## src/rtl/rtc_pid_pkg.sv

```systemverilog
package rtc_pid_pkg;

  // control applied to the prescaler each cycle
  typedef struct packed {
    logic clr;
    logic inc;
  } pre_ctl_t;

  // number of low prescaler bits that make one period for a code
  function automatic int rate_exp(input int code, input int lo_exp, input int hi_exp);
    int e;
    if (code == 0)      e = 0;
    else if (code == 1) e = lo_exp;
    else if (code == 2) e = hi_exp;
    else                e = code - 1;
    return e;
  endfunction

endpackage

```

## src/rtl/rtc_rate_decode.sv

```systemverilog
module rtc_rate_decode #(
  parameter int RATE_W = 4,
  parameter int CNT_W  = 14,
  parameter int LO_EXP = 7,
  parameter int HI_EXP = 8
) (
  input  logic [RATE_W-1:0] code,
  output logic [CNT_W-1:0]  mask,
  output logic [CNT_W-1:0]  tap
);
  import rtc_pid_pkg::*;

  int e_v;

  always_comb begin
    e_v = rate_exp(int'(code), LO_EXP, HI_EXP);
  end

  // one mask bit and one tap bit per prescaler stage
  for (genvar i = 0; i < CNT_W; i++) begin : g_stage
    assign mask[i] = (i < e_v);
    assign tap[i]  = (i == e_v - 1);
  end

endmodule

```

## src/rtl/rtc_prescaler.sv

```systemverilog
module rtc_prescaler #(
  parameter int CNT_W = 14
) (
  input  logic                 clk,
  input  logic                 rst,
  input  rtc_pid_pkg::pre_ctl_t ctl,
  output logic [CNT_W-1:0]     cnt,
  output logic [CNT_W-1:0]     cnt_nxt
);

  always_comb begin
    if (ctl.clr)      cnt_nxt = '0;
    else if (ctl.inc) cnt_nxt = cnt + 1'b1;
    else              cnt_nxt = cnt;
  end

  always_ff @(posedge clk) begin
    if (rst) cnt <= '0;
    else     cnt <= cnt_nxt;
  end

endmodule

```

## src/rtl/rtc_tap_select.sv

```systemverilog
module rtc_tap_select #(
  parameter int CNT_W = 14
) (
  input  logic [CNT_W-1:0] cnt,
  input  logic [CNT_W-1:0] cnt_nxt,
  input  logic [CNT_W-1:0] mask,
  input  logic [CNT_W-1:0] tap,
  input  logic             inc,
  input  logic             active,
  input  logic             sq_en,
  output logic             evt,
  output logic             sq_d
);

  // event on the pulse that rolls the low e bits over
  always_comb begin
    evt  = inc && (|mask) && ((cnt & mask) == mask);
    sq_d = sq_en && active && (|(cnt_nxt & tap));
  end

endmodule

```

## src/rtl/rtc_flag_ctrl.sv

```systemverilog
module rtc_flag_ctrl (
  input  logic clk,
  input  logic rst,
  input  logic evt,
  input  logic rd,
  input  logic pi_en,
  input  logic sq_d,
  output logic pflag,
  output logic irq,
  output logic sq_out
);

  logic pflag_n;

  // a set from an event outranks a clear from a read
  always_comb begin
    pflag_n = evt | (pflag & ~rd);
  end

  always_ff @(posedge clk) begin
    if (rst) begin
      pflag  <= 1'b0;
      irq    <= 1'b0;
      sq_out <= 1'b0;
    end else begin
      pflag  <= pflag_n;
      irq    <= pflag_n & pi_en;
      sq_out <= sq_d;
    end
  end

endmodule

```

## src/rtl/rtc_periodic_div.sv

```systemverilog
module rtc_periodic_div #(
  parameter int             RATE_W  = 4,
  parameter int             DIV_W   = 3,
  parameter logic [DIV_W-1:0] DIV_RUN = 3'b010,
  parameter int             CNT_W   = 14,
  parameter int             LO_EXP  = 7,
  parameter int             HI_EXP  = 8
) (
  input  logic              clk,
  input  logic              rst,
  input  logic              tb_tick,
  input  logic [RATE_W-1:0] rate_sel,
  input  logic [DIV_W-1:0]  div_cfg,
  input  logic              pi_en,
  input  logic              sq_en,
  input  logic              status_rd,
  output logic              pflag,
  output logic              irq,
  output logic              sq_out
);
  import rtc_pid_pkg::*;

  logic [RATE_W-1:0] prev_rate;
  logic              run, changed, off, active;
  pre_ctl_t          ctl;
  logic [CNT_W-1:0]  cnt, cnt_nxt, mask, tap;
  logic              evt, sq_d;

  always_ff @(posedge clk) begin
    if (rst) prev_rate <= '0;
    else     prev_rate <= rate_sel;
  end

  always_comb begin
    run     = (div_cfg == DIV_RUN);
    changed = (rate_sel != prev_rate);
    off     = (rate_sel == '0);
    ctl.clr = !run || changed || off;
    ctl.inc = tb_tick && !ctl.clr;
    active  = !ctl.clr;
  end

  rtc_rate_decode #(
    .RATE_W(RATE_W), .CNT_W(CNT_W), .LO_EXP(LO_EXP), .HI_EXP(HI_EXP)
  ) u_dec (
    .code(rate_sel), .mask(mask), .tap(tap)
  );

  rtc_prescaler #(.CNT_W(CNT_W)) u_pre (
    .clk(clk), .rst(rst), .ctl(ctl), .cnt(cnt), .cnt_nxt(cnt_nxt)
  );

  rtc_tap_select #(.CNT_W(CNT_W)) u_tap (
    .cnt(cnt), .cnt_nxt(cnt_nxt), .mask(mask), .tap(tap),
    .inc(ctl.inc), .active(active), .sq_en(sq_en),
    .evt(evt), .sq_d(sq_d)
  );

  rtc_flag_ctrl u_flag (
    .clk(clk), .rst(rst), .evt(evt), .rd(status_rd), .pi_en(pi_en),
    .sq_d(sq_d), .pflag(pflag), .irq(irq), .sq_out(sq_out)
  );

endmodule

```

## config.mk

```make
export PLATFORM = sky130hd
export DESIGN_NAME = rtc_periodic_div
export DESIGN_NICKNAME = d
export VERILOG_FILES = /design/src/rtl/rtc_pid_pkg.sv /design/src/rtl/rtc_rate_decode.sv /design/src/rtl/rtc_prescaler.sv /design/src/rtl/rtc_tap_select.sv /design/src/rtl/rtc_flag_ctrl.sv /design/src/rtl/rtc_periodic_div.sv
export SDC_FILE = /design/constraint.sdc
export NUM_CORES = 1
export LEC_CHECK = 0
export ABC_CLOCK_PERIOD_IN_PS = 4400
export CAP_MARGIN = 25
export CORE_MARGIN = 4
export CORE_UTILIZATION = 40
export CTS_CLUSTER_SIZE = 8
export DETAILED_ROUTE_END_ITERATION = 10
export PLACE_DENSITY = 0.54
export SYNTH_ARGS = -nofsm -noshare
export SYNTH_HDL_FRONTEND = slang
export SYNTH_HIERARCHICAL = 1
export SYNTH_SLANG_ARGS = --single-unit
export TNS_END_PERCENT = 10
```

## constraint.sdc

```tcl
create_clock -name clk -period 4.4 [get_ports clk]
set_input_delay 0.88 -clock clk [delete_from_list [all_inputs] [get_ports clk]]
set_output_delay 0.88 -clock clk [all_outputs]
set_load 0.01 [all_outputs]
```

==> out/metrics.csv, run 1 <==
stage,metric,value,unit
status,status,"finished, final reports clean",
power,worst vdd ir,137,uV
critical_path,"Cell Chain, Critical Path","clkdlybuf4s50_1, buf_4, o31ai_2, o31ai_4, or3_4, ha_1, or4b_4, nor3_4, nand3_2, a21oi_2, a22o_1, a221oi_1, a31oi_1, and2b_1",
power,switching share of power,31.9,%
global_routing,GRT overflow,0,
timing,Worst Hold Slack,0.502,ns
synth,top post-synthesis cells by area,"dfxtp_1 19%, ha_1 7.5%, nor2_1 5.2%",
synth,dominant synthesized flop cell,dfxtp_1,
detailed_routing,Vias/cell,5.46,
layout,layout cells sized above 1,25.7,%
clocking,total CTS buffers,3,
placement,port bufs,15,
detailed_routing,Vias,2166,
global_routing,gr usage total,18.4,%
clocking,CTS Hold Buffers Added,0,
placement,RePlAce Congestion,0.865,
power,pwr/cell area,179,mW/mm2
clocking,Worst-Skew Late Latency,0.26,ns
floorplan,Die Y,81.8,um
synth,cell taking the most area after synthesis,dfxtp_1,
critical_path,Crit Reg-Reg Endpoint,u_flag/sq_out,
detailed_routing,Post-Route WL,5790,um
timing,Pins Over Slew Limit,0,
critical_path,CP Max Fanout,7,
timing,Rel. slew slack,44.4,%
critical_path,CP startpoint kind,input pin,
power,Clk pwr share,26.5,%
layout,"leading cell types in the layout, fill and taps excluded","38 x buf_4, 30 x nor2_1, 22 x inv_1",
critical_path,Worst Setup End Kind,flop,
power,Int Power,334,uW
synth,Syn Inst Count,281,
critical_path,"setup slack, reg-to-reg",1.55,ns
clocking,CTS Buffer Depth,2,
global_routing,global-route wire length before repair,9650,um
synth,Synth Net Count,307,
timing,Hold Fails Final Rpt,0,
clocking,TritonCTS clock tree,yes,
detailed_routing,DR DRC count,0,
critical_path,cells on worst reg2reg path,12,
timing,"Setup violations, final",0,
layout,area grow syn2layout,25.4,%
synth,#FFs+latches synth,21,
critical_path,slowest cell on the critical path,clkdlybuf4s50_1,
clocking,CTS sink count,21,
floorplan,Die X,81.8,um
power,Leak,1.01,nW
synth,post-synthesis cell area,0.00218,mm2
timing,worst-margin pin slew,0.830,ns
synth,library cells used by synthesis,64,
critical_path,Worst Path Required,4.61,ns
timing,Setup Skew,0.00329,ns
synth,syn_area_per_cell,7.76,um2
hold_path,Hold WC Path Type,reg2reg,
synth,Synth top area share,19.3,%
floorplan,Die Footprint,0.00669,mm2
power,Seq pwr share,39.3,%
detailed_routing,drt first-iter violations,99,
critical_path,critical path's largest stage delay,0.53,ns
floorplan,FP Rows,26,
floorplan,Starting Density,41.9,%
critical_path,"Arr. time, crit path",4.47,ns
critical_path,crit path kind,in2reg,
synth,number of flops mapped to enable cells by yosys,0,
clocking,"CTS clk-pin slew, worst paths",0.08,ns
detailed_routing,WL/cell,14.6,um
run,Max Cap Violations,0,
layout,final instance area,0.00273,mm2
synth,post-synthesis sequential area ratio,19.3,%
power,switching power total,157,uW
critical_path,Reg2Reg Launch Point,prev_rate[3],
floorplan,num ports,16,
hold_path,Hold EP,u_flag/pflag,
synth,Synth Warn #,6,
synth,Async SR Flop Fraction,0,%
layout,"commonest non-fill, non-tap cell in the layout",buf_4,
global_routing,pin count of the biggest net entering global routing,21,
layout,Ant. Diodes,0,
detailed_routing,Routed Antenna Nets,0,
timing,TNS Setup,0,ns
hold_path,min-delay src,u_flag/pflag,
global_routing,vias in the first global route,2154,
floorplan,core footprint,0.00520,mm2
clocking,Post-CTS Setup Inserts,0,
power,combinational share of power,34.2,%
layout,Final nets,354,
clocking,CTS HTree Levels,1,
timing,fmax,235,MHz
timing,crit path time final,4.26,ns
timing,Tcrit/Tclk final,96.8,%
placement,HPWL after DPL,4600,um
global_routing,number of antenna violations at the first check in global routing,0,
clocking,Clock Tree Root,clkbuf_8,
hold_path,Hold Crit Depth,2,
detailed_routing,DR pass1 iterations,4,
placement,DP Area,0.00262,mm2
==> how the worst max path moves through the flow <==
stage | start | endpoint | cells after the start
finish | rate_sel[2] | u_flag/sq_out | 14
floorplan | rate_sel[1] | u_flag/sq_out | 15
global route | rate_sel[2] | u_flag/sq_out | 14
CTS | rate_sel[1] | u_flag/sq_out | 16
detailed placement | rate_sel[1] | u_flag/sq_out | 16
global placement | rate_sel[0] | u_flag/sq_out | 16
==> layer usage <==
layer | global-route usage [%] | share of wire (%)
met5 | 0 | 0
met4 | 3.49 | 0.97
met3 | 2.74 | 4.6
met2 | 30.3 | 44
met1 | 25.4 | 50
==> state kept, by name (all words and copies together), names as in the netlist <==
signal and cells:
u_pre/cnt 14, prev_rate 4, u_flag/irq 1, u_flag/pflag 1, u_flag/sq_out 1
==> cell type report <==
| class | instances | area, um2 |
|---|---|---|
| Fill cell | 517 | 2470 |
| Multi-Input combinational cell | 226 | 1650 |
| Timing Repair Buffer | 53 | 440 |
| Sequential cell | 21 | 420 |
| Tap cell | 70 | 87.6 |
| Inverter | 23 | 86.3 |
| Clock buffer | 3 | 41.3 |
| Clock inverter | 1 | 5.00 |
==> cell usage after synthesis, drive strengths merged, types with 2 or more instances <==
cell	number
nor2	30
inv	23
dfxtp	21
nand2	19
a21oi	18
nor3	16
or3	15
ha	13
nor4	9
nand2b	8
nand3	8
nor2b	7
clkbuf	6
mux2i	6
o31ai	6
or4	6
buf	5
mux2	5
nand4	5
o21ai	5
o22ai	5
a221oi	4
xnor2	4
a22o	3
and2b	3
xor2	3
a22oi	2
a31oi	2
and2	2
nand3b	2
nor3b	2
nor4b	2
or2	2
or2b	2
==> logic make-up (layout without fill, tap and decap cells) <==
group / after synthesis / after routing / share of synthesized area, %
compound gates: 53 / 53 / 17.7
xor+xnor: 7 / 7 / 2.81
fa+ha+maj: 13 / 13 / 7.46
buf+inv: 34 / 80 / 7.81
flops: 21 / 21 / 19.3
mux: 11 / 11 / 5.34
simple gates: 142 / 142 / 39.6
==> stage by stage <==
stage,power [mW],worst slack [ns],util [%],instances
after CTS,0.488,0.00686,51.3,397
after global routing,0.520,-0.0489,52.5,397
final,0.490,0.139,52.5,397
after global placement,0.351,-0.237,50.3,393
after floorplan,0.294,0.328,-,281
after detailed placement,0.351,-0.342,50.3,393
==> power groups by stage <==
stage	clock, mW	sequential [mW]	combinational (mW)
2_1_floorplan	0	0.197	0.0965
3_3_place_gp	0	0.197	0.154
3_5_place_dp	0	0.197	0.154
4_1_cts	0.137	0.193	0.158
5_1_grt	0.142	0.193	0.185
6_report	0.130	0.193	0.168
==> worst max-delay path, delay by kind of cell <==
family	cells	cell delay [ns]
buffers and inverters	2	0.76
adders and majority gates	1	0.28
and+or+nand+nor	5	1.55
AOI/OAI and AO/OA	6	1.01
==> what timing repair did <==
action | CTS | global route
pin swaps | 1 | 6
gates resized for setup | 1 | 16
endpoints found under the setup margin | 1 | 1
cloned | 0 | 0
Note: power is estimated with default switching activity, not from simulation.
==> run 2, diff against run 1 <==
--- a/config.mk
+++ b/config.mk
@@ -7,11 +7,13 @@
 export LEC_CHECK = 0
 export ABC_CLOCK_PERIOD_IN_PS = 4400
 export CAP_MARGIN = 25
+export CORE_ASPECT_RATIO = 1.75
 export CORE_MARGIN = 4
-export CORE_UTILIZATION = 40
+export CORE_UTILIZATION = 35
 export CTS_CLUSTER_SIZE = 8
 export DETAILED_ROUTE_END_ITERATION = 10
-export PLACE_DENSITY = 0.54
+export PLACE_DENSITY = 0.48
+export REMOVE_ABC_BUFFERS = 1
 export SYNTH_ARGS = -nofsm -noshare
 export SYNTH_HDL_FRONTEND = slang
 export SYNTH_HIERARCHICAL = 1
==> out/metrics.csv, run 2 (synthesis gave the netlist of run 1 again) <==
stage,metric,value,unit,change
power,Clk pwr share,27.4,%,+0.9 points
placement,dpl ws,-0.328,ns,+0.0141 ns
timing,setup ws final,0.153,ns,+0.0134 ns
detailed_routing,Routed Antenna Nets,0,,unchanged
hold_path,Hold Crit Depth,2,,unchanged
power,Pwr Total,504,uW,+2.8%
critical_path,CP startpoint kind,input pin,,
critical_path,"setup slack, reg-to-reg",1.47,ns,-0.08 ns
power,Leak,1.01,nW,+0.91%
critical_path,CP Max Fanout,7,,unchanged
floorplan,Die Footprint,0.00760,mm2,+14%
power,switching share of power,33.1,%,+1.1 points
layout,Ant. Diodes,0,,unchanged
timing,Pins Over Slew Limit,0,,unchanged
timing,Tcrit/Tclk final,96.5,%,-0.30 points
timing,crit path time final,4.25,ns,-0.0134 ns
power,pwr/cell area,182,mW/mm2,+1.3%
global_routing,pin count of the biggest net entering global routing,18,,-14%
layout,number of flip-flops under the largest register name,14,,unchanged
timing,Rel. slew slack,59.2,%,+15 points
timing,fmax,235,MHz,+0.32%
clocking,TritonCTS clock tree,yes,,
layout,final core area utilization,46.4,%,-6.1 points
placement,port bufs,15,,unchanged
power,worst vdd ir,115,uV,-16%
hold_path,Hold WC Path Type,reg2reg,,
power,Int Power,338,uW,+1.1%
global_routing,gr usage total,18.4,%,about the same
layout,layout cells sized above 1,26.4,%,+0.76 points
timing,worst-margin pin slew,0.610,ns,-0.220 ns
power,switching power total,167,uW,+6.4%
clocking,Worst-Skew Late Latency,0.28,ns,+0.02 ns
layout,fill count,608,,+18%
critical_path,crit path kind,in2reg,,
critical_path,Worst Setup End Kind,flop,,
global_routing,global-route wire length before repair,10800,um,+12%
layout,"leading cell types in the layout, fill and taps excluded","39 x buf_4, 30 x nor2_1, 21 x dfxtp_1, 21 x inv_1",,
global_routing,number of antenna violations at the first check in global routing,0,,unchanged
placement,DP Area,0.00264,mm2,+0.67%
clocking,CTS Buffer Depth,2,,unchanged
clocking,CTS Hold Buffers Added,0,,unchanged
critical_path,cells on worst reg2reg path,12,,unchanged
critical_path,Reg2Reg Launch Point,prev_rate[0],,
detailed_routing,WL/cell,15.8,um,+8.2%
layout,final instance area,0.00277,mm2,+1.5%
status,status,"finished, final reports clean",,
global_routing,GRT overflow,0,,unchanged
floorplan,Die X,67.7,um,-17%
critical_path,"Arr. time, crit path",4.48,ns,about the same
timing,Worst Hold Slack,0.509,ns,+0.00675 ns
detailed_routing,Post-Route WL,6420,um,+11%
placement,RePlAce Congestion,0.846,,-2.2%
layout,Non-Filler Instances,407,,+2.5%
layout,area grow syn2layout,27.3,%,
detailed_routing,drt first-iter violations,107,,+8.1%
detailed_routing,Vias/cell,5.41,,-0.93%
detailed_routing,Vias,2200,,+1.6%
run,Max Cap Violations,0,,unchanged
layout,top flop regs,"u_pre/cnt (14), prev_rate (4)",,
clocking,CTS sink count,21,,unchanged
floorplan,num ports,16,,unchanged
clocking,"CTS clk-pin slew, worst paths",0.10,ns,+0.02 ns
floorplan,core footprint,0.00597,mm2,+15%
hold_path,Hold EP,u_flag/irq,,
power,combinational share of power,34.4,%,+0.2 points
timing,TNS Setup,0,ns,unchanged
detailed_routing,DR DRC count,0,,unchanged
layout,Top reg by flops,u_pre/cnt,,
layout,Final nets,356,,+0.56%
timing,"Setup violations, final",0,,unchanged
hold_path,min-delay src,u_flag/pflag,,
clocking,total CTS buffers,3,,unchanged
timing,Hold Fails Final Rpt,0,,unchanged
clocking,CTS HTree Levels,1,,unchanged
placement,HPWL after DPL,5220,um,+14%
global_routing,vias in the first global route,2305,,+7.0%
placement,DP Cell Count,402,,+2.3%
critical_path,Crit Reg-Reg Endpoint,u_flag/sq_out,,
timing,Setup Skew,0.0136,ns,+0.0103 ns
clocking,Clock Tree Root,clkbuf_8,,
power,Seq pwr share,38.3,%,-1.0 points
floorplan,Starting Density,36.5,%,-5.4 points
layout,"commonest non-fill, non-tap cell in the layout",buf_4,,
timing,RSZ-0062 raised after global routing,no,,
critical_path,Worst Path Required,4.63,ns,+0.02 ns
floorplan,Die Y,112,um,+37%
detailed_routing,DR pass1 iterations,4,,unchanged
floorplan,FP Rows,37,,+42%
## run 2: repair_timing
| item | 4_1_cts | 5_1_grt |
|---|---|---|
| resized for setup | 1 | 20 |
| pin swaps | 1 | 5 |
| endpoints found under the setup margin | 1 | 1 |
| setup buffers | 0 | 1 |
| gates cloned | 0 | 0 |
## run 2: power by group through the flow
stage / Combinational [mW] / Sequential (mW) / Clock, mW
3_5_place_dp: 0.157 / 0.197 / 0
5_1_grt: 0.191 / 0.193 / 0.148
4_1_cts: 0.162 / 0.193 / 0.143
6_report: 0.173 / 0.193 / 0.138
3_3_place_gp: 0.159 / 0.197 / 0
2_1_floorplan: 0.0883 / 0.197 / 0
## run 2: per-layer routing
metal	global-route usage [%]	part of all wire, %	routed length, um	vias to the layer above
met5	0	0	0	-
li1	-	-	-	1117
met3	1.50	2.0	130	14
met2	35.1	57	3680	30
met4	7.45	2.4	153	0
met1	19.3	38	2460	1039
## run 2: area by class of cell
cell class	instances	area (um2)	share of cell area, %
Clock buffer	3	41.3	1.49
Clock inverter	1	5.00	0.180
Inverter	23	86.3	3.11
Multi-Input combinational cell	226	1660	60.0
Sequential cell	21	420	15.2
Tap cell	78	97.6	3.52
Timing Repair Buffer	55	459	16.6
## run 2: critical path: stages
cell and delay, ns:
clkdlybuf4s50_1 0.63, and2b_2 0.28, a211o_4 0.35, or3_4 0.39, ha_1 0.28, or4b_4 0.53
nor3_4 0.31, nand3b_1 0.19, nor2_1 0.13, a22o_1 0.16, a221oi_1 0.06, a31oi_1 0.16
and2b_1 0.13
## run 2: worst max-delay path by stage
stage               depth (start not counted)             to        start
finish                                     13  u_flag/sq_out  rate_sel[2]
global route                               14  u_flag/sq_out  rate_sel[2]
CTS                                        16  u_flag/sq_out  rate_sel[0]
detailed placement                         16  u_flag/sq_out  rate_sel[0]
global placement                           16  u_flag/sq_out  rate_sel[1]
floorplan                                  15  u_flag/sq_out  rate_sel[1]
